$ cat config.mk
export PLATFORM = sky130hd
export DESIGN_NAME = gpio_evt_bank
export DESIGN_NICKNAME = d
export VERILOG_FILES = /design/src/rtl/gpio_evt_pkg.sv /design/src/rtl/gpio_evt_cfg.sv /design/src/rtl/gpio_evt_detect.sv /design/src/rtl/gpio_evt_w1c.sv /design/src/rtl/gpio_evt_bank.sv
export SDC_FILE = /design/constraint.sdc
export NUM_CORES = 1
export LEC_CHECK = 0
export BUFFER_PORTS_ARGS = -buffer_cell sky130_fd_sc_hd__buf_2
export CORE_ASPECT_RATIO = 2
export CORE_MARGIN = 5
export CORE_UTILIZATION = 60
export CTS_CLUSTER_DIAMETER = 40
export DETAILED_ROUTE_END_ITERATION = 16
export HOLD_SLACK_MARGIN = 0.06
export PLACE_DENSITY = 0.79
export REMOVE_ABC_BUFFERS = 1
export SLEW_MARGIN = 20
export SYNTH_ARGS = -nofsm -noshare
export SYNTH_HDL_FRONTEND = slang
export SYNTH_HIERARCHICAL = 1
export SYNTH_SLANG_ARGS = --single-unit
$ cat constraint.sdc
create_clock -name clk -period 2.4 [get_ports clk]
set_input_delay 0.24 -clock clk [delete_from_list [all_inputs] [get_ports clk]]
set_output_delay 0.24 -clock clk [all_outputs]
set_load 0.03 [all_outputs]
$ cat src/rtl/gpio_evt_pkg.sv
package gpio_evt_pkg;

   // Register indices; the status and configuration blocks decode these.
   typedef enum logic [2:0] {
      RG_SRC   = 3'd0,
      RG_IEN   = 3'd1,
      RG_RISE  = 3'd2,
      RG_FALL  = 3'd3,
      RG_LMODE = 3'd4,
      RG_LLOW  = 3'd5,
      RG_WEN   = 3'd6,
      RG_WSRC  = 3'd7
   } reg_sel_e;

   localparam int CFG_FIRST = 1;
   localparam int CFG_LAST  = 6;

endpackage

$ cat src/rtl/gpio_evt_cfg.sv
module gpio_evt_cfg
   import gpio_evt_pkg::*;
#(
   parameter int NPINS  = 32,
   parameter int ADDR_W = 3
) (
   input  logic              clk,
   input  logic              rst_n,
   input  logic              wr_en,
   input  logic [ADDR_W-1:0] wr_addr,
   input  logic [NPINS-1:0]  wr_data,
   output logic [NPINS-1:0]  ien,
   output logic [NPINS-1:0]  rise_en,
   output logic [NPINS-1:0]  fall_en,
   output logic [NPINS-1:0]  lmode,
   output logic [NPINS-1:0]  llow,
   output logic [NPINS-1:0]  wen
);

   logic [NPINS-1:0] cfg_q [CFG_FIRST:CFG_LAST];

   for (genvar r = CFG_FIRST; r <= CFG_LAST; r++) begin : g_reg
      localparam logic [ADDR_W-1:0] MY_IDX = ADDR_W'(r);
      always_ff @(posedge clk or negedge rst_n) begin
         if (!rst_n)
            cfg_q[r] <= '0;
         else if (wr_en && (wr_addr == MY_IDX))
            cfg_q[r] <= wr_data;
      end
   end

   assign ien     = cfg_q[int'(RG_IEN)];
   assign rise_en = cfg_q[int'(RG_RISE)];
   assign fall_en = cfg_q[int'(RG_FALL)];
   assign lmode   = cfg_q[int'(RG_LMODE)];
   assign llow    = cfg_q[int'(RG_LLOW)];
   assign wen     = cfg_q[int'(RG_WEN)];

endmodule

$ cat src/rtl/gpio_evt_detect.sv
module gpio_evt_detect #(
   parameter int NPINS = 32
) (
   input  logic             clk,
   input  logic             rst_n,
   input  logic [NPINS-1:0] pin_lvl,
   input  logic [NPINS-1:0] rise_en,
   input  logic [NPINS-1:0] fall_en,
   input  logic [NPINS-1:0] lmode,
   input  logic [NPINS-1:0] llow,
   output logic [NPINS-1:0] pin_q,
   output logic [NPINS-1:0] evt
);

   // Previous sample, used only for edge comparison.
   always_ff @(posedge clk or negedge rst_n) begin
      if (!rst_n)
         pin_q <= '0;
      else
         pin_q <= pin_lvl;
   end

   for (genvar i = 0; i < NPINS; i++) begin : g_pin
      logic went_up;
      logic went_dn;
      logic lvl_act;
      logic edge_hit;
      assign went_up  = pin_lvl[i] & ~pin_q[i];
      assign went_dn  = ~pin_lvl[i] & pin_q[i];
      assign lvl_act  = pin_lvl[i] ^ llow[i];
      assign edge_hit = (rise_en[i] & went_up) | (fall_en[i] & went_dn);
      assign evt[i]   = lmode[i] ? lvl_act : edge_hit;
   end

endmodule

$ cat src/rtl/gpio_evt_w1c.sv
module gpio_evt_w1c #(
   parameter int NPINS = 32
) (
   input  logic             clk,
   input  logic             rst_n,
   input  logic [NPINS-1:0] set_vec,
   input  logic [NPINS-1:0] clr_vec,
   output logic [NPINS-1:0] stat_q
);

   // Set has priority over clear on the same bit.
   always_ff @(posedge clk or negedge rst_n) begin
      if (!rst_n)
         stat_q <= '0;
      else
         stat_q <= (stat_q & ~clr_vec) | set_vec;
   end

endmodule

$ cat src/rtl/gpio_evt_bank.sv
module gpio_evt_bank
   import gpio_evt_pkg::*;
#(
   parameter int NPINS       = 32,
   parameter int DATA_W      = 32,
   parameter int ADDR_W      = 3,
   parameter bit IRQ_OUT_REG = 1'b0
) (
   input  logic              clk,
   input  logic              rst_n,
   input  logic [NPINS-1:0]  pin_lvl,
   input  logic              wr_en,
   input  logic [ADDR_W-1:0] wr_addr,
   input  logic [DATA_W-1:0] wr_data,
   input  logic [ADDR_W-1:0] rd_addr,
   output logic [DATA_W-1:0] rd_data,
   output logic              irq_out
);

   localparam logic [ADDR_W-1:0] A_SRC   = ADDR_W'(RG_SRC);
   localparam logic [ADDR_W-1:0] A_IEN   = ADDR_W'(RG_IEN);
   localparam logic [ADDR_W-1:0] A_RISE  = ADDR_W'(RG_RISE);
   localparam logic [ADDR_W-1:0] A_FALL  = ADDR_W'(RG_FALL);
   localparam logic [ADDR_W-1:0] A_LMODE = ADDR_W'(RG_LMODE);
   localparam logic [ADDR_W-1:0] A_LLOW  = ADDR_W'(RG_LLOW);
   localparam logic [ADDR_W-1:0] A_WEN   = ADDR_W'(RG_WEN);
   localparam logic [ADDR_W-1:0] A_WSRC  = ADDR_W'(RG_WSRC);

   if (NPINS < 1 || NPINS > DATA_W) begin : g_bad_npins
      $error("gpio_evt_bank: NPINS must lie in 1..DATA_W");
   end
   if (ADDR_W < 3) begin : g_bad_addr
      $error("gpio_evt_bank: ADDR_W must be at least 3");
   end

   logic [NPINS-1:0] wr_bits;
   logic [NPINS-1:0] ien_w, rise_en_w, fall_en_w, lmode_w, llow_w, wen_w;
   logic [NPINS-1:0] pin_q_w, evt_w;
   logic [NPINS-1:0] src_clr, wsrc_clr, wake_set;
   logic [NPINS-1:0] src_q, wsrc_q;
   logic             irq_any;

   assign wr_bits = wr_data[NPINS-1:0];

   gpio_evt_cfg #(.NPINS(NPINS), .ADDR_W(ADDR_W)) u_cfg (
      .clk     (clk),
      .rst_n   (rst_n),
      .wr_en   (wr_en),
      .wr_addr (wr_addr),
      .wr_data (wr_bits),
      .ien     (ien_w),
      .rise_en (rise_en_w),
      .fall_en (fall_en_w),
      .lmode   (lmode_w),
      .llow    (llow_w),
      .wen     (wen_w)
   );

   gpio_evt_detect #(.NPINS(NPINS)) u_det (
      .clk     (clk),
      .rst_n   (rst_n),
      .pin_lvl (pin_lvl),
      .rise_en (rise_en_w),
      .fall_en (fall_en_w),
      .lmode   (lmode_w),
      .llow    (llow_w),
      .pin_q   (pin_q_w),
      .evt     (evt_w)
   );

   assign src_clr  = (wr_en && wr_addr == A_SRC)  ? wr_bits : '0;
   assign wsrc_clr = (wr_en && wr_addr == A_WSRC) ? wr_bits : '0;
   assign wake_set = evt_w & wen_w;

   gpio_evt_w1c #(.NPINS(NPINS)) u_src (
      .clk     (clk),
      .rst_n   (rst_n),
      .set_vec (evt_w),
      .clr_vec (src_clr),
      .stat_q  (src_q)
   );

   gpio_evt_w1c #(.NPINS(NPINS)) u_wsrc (
      .clk     (clk),
      .rst_n   (rst_n),
      .set_vec (wake_set),
      .clr_vec (wsrc_clr),
      .stat_q  (wsrc_q)
   );

   assign irq_any = |(src_q & ien_w);

   if (IRQ_OUT_REG) begin : g_irq_reg
      always_ff @(posedge clk or negedge rst_n) begin
         if (!rst_n)
            irq_out <= 1'b0;
         else
            irq_out <= irq_any;
      end
   end else begin : g_irq_comb
      assign irq_out = irq_any;
   end

   always_comb begin
      rd_data = '0;
      case (rd_addr)
         A_SRC:   rd_data[NPINS-1:0] = src_q;
         A_IEN:   rd_data[NPINS-1:0] = ien_w;
         A_RISE:  rd_data[NPINS-1:0] = rise_en_w;
         A_FALL:  rd_data[NPINS-1:0] = fall_en_w;
         A_LMODE: rd_data[NPINS-1:0] = lmode_w;
         A_LLOW:  rd_data[NPINS-1:0] = llow_w;
         A_WEN:   rd_data[NPINS-1:0] = wen_w;
         A_WSRC:  rd_data[NPINS-1:0] = wsrc_q;
         default: rd_data = '0;
      endcase
   end

endmodule

==> metrics.cfg, run 1 <==
[critical_path]
path_max_fanout=3
critPathRequiredTime_ns=2.16
crit_type=reg2out
critical_path.endpoint_type=output pin
cp.arrival_ns=2.14
worst_setup_path_start_kind=flip-flop
r2r_setup_slack_ns=0.95

[synthesis]
synthTopCellsByArea=dfrtp_1, mux2_4, mux2_2
synth_edf_count=0
synthCells=1227
async_reset_ff_share_pct=100.0
ys_warn_count=6
postSynthAreaPerCell_um2=12.13
yosys.area.top_type=dfrtp_1
synthFlopType=dfrtp_1
synth_top_area_share_pct=48.42
syn-cell-area_um2=14890
yosysSeqAreaShare_pct=48.42
ys_seq_elements=288
ys_types=38

[clocking]
numCtsBuffers=29
clock-sinks=288
clock-root-buffer=clkbuf_16
cts_buffer_depth=3
clock_latency_ns=0.56
cts_tree=built
htreeDepth=1
clk_pin_slew_ns=0.07

[routing]
wl_per_cell_um=22.26
routed_wl_um=39080
vias=10800
drc=0
postRouteAntennaNets=0
vias_per_cell=6.150
drt_iter0_drc=676
firstDrtPassIters=5

[power_and_ir_drop]
ir_drop_mv=0.6975
power_density_nw_per_um2=821.9
leakagePower_nw=7.500

[die]
core.rowCount=81
start_util_pct=60.94
die-area_um2=28250
dieHeight_um=232.8
die_w_um=121.4
io_pins=106
core_um2=24420

[grt]
grt_pass1_vias=11660
antenna_found_initial=1
grt_pass1_wl_um=62090
grt_max_degree=73
overflow=0
grt_usage_pct=27.92

[timing]
finalCritPeriodShare_pct=99.31
slew_violations=0
finClkSkew_ns=0.02048
setup_viol_count_final=0
rsz0062_at_grt=true
max_freq_mhz=419.6
hold_viol=0
worst_pin_slew_ns=0.5995
period_needed_ns=2.383
slew_headroom_pct=59.89

[run_status]
status=finished, final reports clean

[layout]
drive_gt1_share_pct=28.39
final_cell_mix=dfrtp_1, mux2_2, buf_2
layout_commonest_cell=dfrtp_1
area_delta_synth_final_pct=17.61
nets=1476
fin_area_um2=17510
filler_cell_count=1683
final_cells=1756

[place]
gp_congestion=0.8358
place_inst=1638
post_dp_cell_area_um2=15810
hpwl_um=24610
portBuffers=105

[job]
max-cap-violations=0

[worst_hold_path]
hp-class=in2async

## metrics by stage
step	TNS [ns]	setup slack (ns)	hold WS [ns]	power [mW]	util, %
after floorplan	-18.69	-0.6454	-0.05559	8.523	-
after global placement	0	0.2962	0.2080	9.523	64.71
after detailed placement	0	0.2846	0.2160	9.659	64.71
after CTS	0	0.001878	0.2199	14.42	71.55
after global routing	-0.01430	-0.01430	0.2534	14.98	71.68
final	0	0.01668	0.2053	14.39	71.68
## Yosys cell counts (all sizes together) (4+ instances only)
master	instances
buf	45
a21oi	35
mux2	197
mux2i	57
o2bb2ai	31
a22o	5
clkbuf	18
dfrtp	288
a22oi	18
a32oi	33
nor2b	7
and2	97
nor2	64
nand4	4
inv	95
a221oi	58
a21o	64
or3b	32
or2b	32
nand3b	32
## registers in the layout (all words and copies together), names as in the netlist
signal / cells
u_cfg/ien: 32
u_cfg/fall_en: 32
u_cfg/wen: 32
u_src/stat_q: 32
u_cfg/rise_en: 32
u_cfg/llow: 32
u_cfg/lmode: 32
u_det/pin_q: 32
u_wsrc/stat_q: 32
## worst max-delay path: stages, from the launching register on
cell     delay (ns)
dfrtp_1        0.41
a22oi_2        0.31
nand4_1        0.15
or4_4          0.56
buf_6          0.16
## power by group
part / switching [mW] / total (mW) / leakage, nW / internal [mW]
combinational: 1.47 / 3.19 / 3.75 / 1.73
sequential: 0.826 / 6.57 / 3.27 / 5.74
clock: 1.93 / 4.63 / 0.478 / 2.70
## worst paths after layout
kind	cells past startpoint	end	from
max	4	irq_out	u_src/stat_q[8]
min	2	u_cfg/rise_en[27]	rst_n
max reg2reg	4	u_wsrc/stat_q[24]	u_cfg/lmode[24]
min reg2reg	1	u_wsrc/stat_q[16]	u_wsrc/stat_q[16]
max in group asynchronous	3	u_cfg/rise_en[11]	rst_n
min in group clk	2	u_det/pin_q[30]	pin_lvl[30]
## cell type report
class	instances	area, um2	area share [%]
inverter	95	356.6	2.037
clock inverter	8	116.4	0.6647
antenna	1	2.502	0.01429
sequential	288	7207	41.17
timing repair buffer	208	1618	9.241
multi-input combinational	781	6933	39.60
tap	332	415.4	2.373
clock buffer	43	858.3	4.903
## per-layer routing
metal	part of all wire (%)	track usage, %
met1	38	33.25
met2	52	49.32
met3	4.6	2.919
met4	5.1	14.52
met5	0	0
## cells by family after synthesis
logic type / count (synthesis) / synth area share, %
buffers and inverters: 158 / 5.531
AND/OR/NAND/NOR: 282 / 12.19
flip-flops: 288 / 48.42
AO/OA/AOI/OAI: 245 / 12.86
multiplexers: 254 / 21.01
## timing repair
| item | 4_1_cts | 5_1_grt |
|---|---|---|
| hold endpoints to repair | 274 | 0 |
| hold buffers | 65 | 0 |
| setup endpoints to repair | 1 | 1 |
| pin swaps | 1 | 4 |
| buffers inserted | 1 | 0 |
| gates resized for setup | 8 | 6 |
No activity file was read; power rests on OpenSTA's default activity.
==> inputs of run 2 (changes only) <==
RECOVER_POWER = 50   (was unset)
==> run 2 against run 1 <==
Effect of this change: the run now ends with capacitance limit, slew limit left; non-clock buffer count stayed put; critical path depth is the same; utilization down 2.0 points; maximum frequency grew 0.29%; combinational power is 8.5% lower; global-route usage did not move; via count decreased by 0.57%.
==> metrics.cfg, run 2 (synthesis results as in run 1) <==
[timing]
max_freq_mhz=420.8
finClkSkew_ns=0.01958
worst_pin_slew_ns=1.577
period_needed_ns=2.376
whs_ns=0.3761
setup_viol_count_final=0
slew_headroom_pct=-5.134
rsz0062_at_grt=true
finalCritPeriodShare_pct=99.02
slew_violations=60
hold_viol=0
finalSetupTns_ns=0

[critical_path]
crit_chain=a22oi_2 -> nand4_1 -> or4_4 -> buf_6
crit_family=simple AND/OR/NAND/NOR gates
crit_slowest_cell=or4_4
critPathMaxStageDelay_ns=0.56
critical_path.endpoint_type=output pin
r2r_setup_slack_ns=0.95
crit_type=reg2out
worst_setup_path_start_kind=flip-flop
critPathRequiredTime_ns=2.16
r2r_start=u_cfg/lmode[24]
startpoint=u_src/stat_q[8]
cp.arrival_ns=2.14
path_depth=4
critPathCapture=irq_out
reg2reg_depth=4
timing.rr.end=u_wsrc/stat_q[24]
path_buf_inv=1
path_max_fanout=3

[place]
gp_congestion=0.8358
portBuffers=105
hpwl_um=24610
post_dp_cell_area_um2=15810

[die]
core_um2=24420
die_w_um=121.4
core.rowCount=81
io_pins=106
die-area_um2=28250
dieHeight_um=232.8
start_util_pct=60.94

[layout]
fin_area_um2=17030
drive_gt1_share_pct=19.82
multi_input_area_um2=6600
area_delta_synth_final_pct=14.41
seq_area_um2=7207
utilization_pct=69.72
final_cell_mix=dfrtp_1, mux2_2, and2_1
nets=1476
filler_cell_count=1810
layout_commonest_cell=dfrtp_1

[grt]
grt_pass1_vias=11660
grt_usage_pct=27.92
use_met2_pct=49.32
met3_usage_pct=2.919
busiest_layer=met2
gr-usage-met1_pct=33.25
antenna_found_initial=1
grt_max_degree=73
grt_pass1_wl_um=62090
overflow=0

[routing]
drt_iter0_drc=610
routed_wl_um=39020
firstDrtPassIters=5
vias_per_cell=6.114
wl_per_cell_um=22.22
vias=10740
drc=0
postRouteAntennaNets=0

[power_and_ir_drop]
leakagePower_nw=7.140
ir_drop_mv=0.6955
fin_total_pwr_mw=14.08
power_density_nw_per_um2=827.0

[clocking]
cts_buffer_depth=3
clk_pin_slew_ns=0.06
clock-sinks=288
clock-root-buffer=clkbuf_16
clock_latency_ns=0.56
cts_tree=built
numCtsBuffers=29
htreeDepth=1

[run_status]
violations=capacitance limit, slew limit
status=finished, violations left

[worst_hold_path]
hp-class=in2reg

[job]
max-cap-violations=1

==> run 2: cell types whose count changed in the layout (fill, tap and decap cells not counted), sizes merged <==
cell | previous run | this run
buf | 143 | 104
clkbuf | 43 | 82
==> run 2: cell type report <==
cell class	count	share of cell area, %
inverters	95	2.094
flip-flops and latches	288	42.32
well taps	332	2.439
clock buffers	43	5.040
diodes	1	0.01469
multi-input cells	781	38.76
clock inverters	8	0.6833
repair buffers	208	8.655
==> run 2: through the flow <==
stage | worst slack (ns) | std cells
after CTS | 0.001878 | 1755
after global routing | -0.01430 | 1756
after detailed placement | 0.2846 | 1638
after global placement | 0.2962 | 1638
final | 0.02360 | 1756
after floorplan | -0.6454 | 1164
==> run 2: worst min-delay path by stage <==
stage,endpoint,cells past startpoint,slack (ns),from
final,u_det/pin_q[25],2,0.38,pin_lvl[25]
after global routing,u_det/pin_q[25],2,0.37,pin_lvl[25]
after CTS,u_cfg/fall_en[27],2,0.22,rst_n
after detailed placement,u_cfg/fall_en[13],1,0.22,rst_n
after global placement,u_cfg/fall_en[13],1,0.21,rst_n
after floorplan,u_cfg/fall_en[0],0,-0.06,rst_n
==> run 2: worst reg2reg max path, delay by kind of cell, from the launching register on <==
kind / cells / cell delay [ns]
flops: 1 / 0.44
simple gates: 2 / 0.56
compound gates: 2 / 0.40
==> run 2: power by group <==
part / internal (mW) / switching [mW] / leakage [nW] / total [mW]
combinational: 1.46 / 1.46 / 3.39 / 2.92
sequential: 5.74 / 0.803 / 3.27 / 6.54
clock: 2.69 / 1.93 / 0.478 / 4.63
total: 9.89 / 4.19 / 7.14 / 14.1
==> run 2: what timing repair did <==
item | CTS | global route
endpoints found under the setup margin | 1 | 1
resized for setup | 8 | 6
buffers inserted | 1 | 0
hold buffers | 65 | 0
pin swaps | 1 | 4
gates cloned | 0 | 0
endpoints found under the hold margin | 274 | 0
==> run 2: per-layer routing <==
layer / vias up / wire [um] / share of wire, %
li1: 4782 / - / -
met1: 5448 / 14680 / 38
met2: 365 / 20330 / 52
met3: 142 / 1774 / 4.5
met4: 0 / 2238 / 5.7
met5: - / 0 / 0
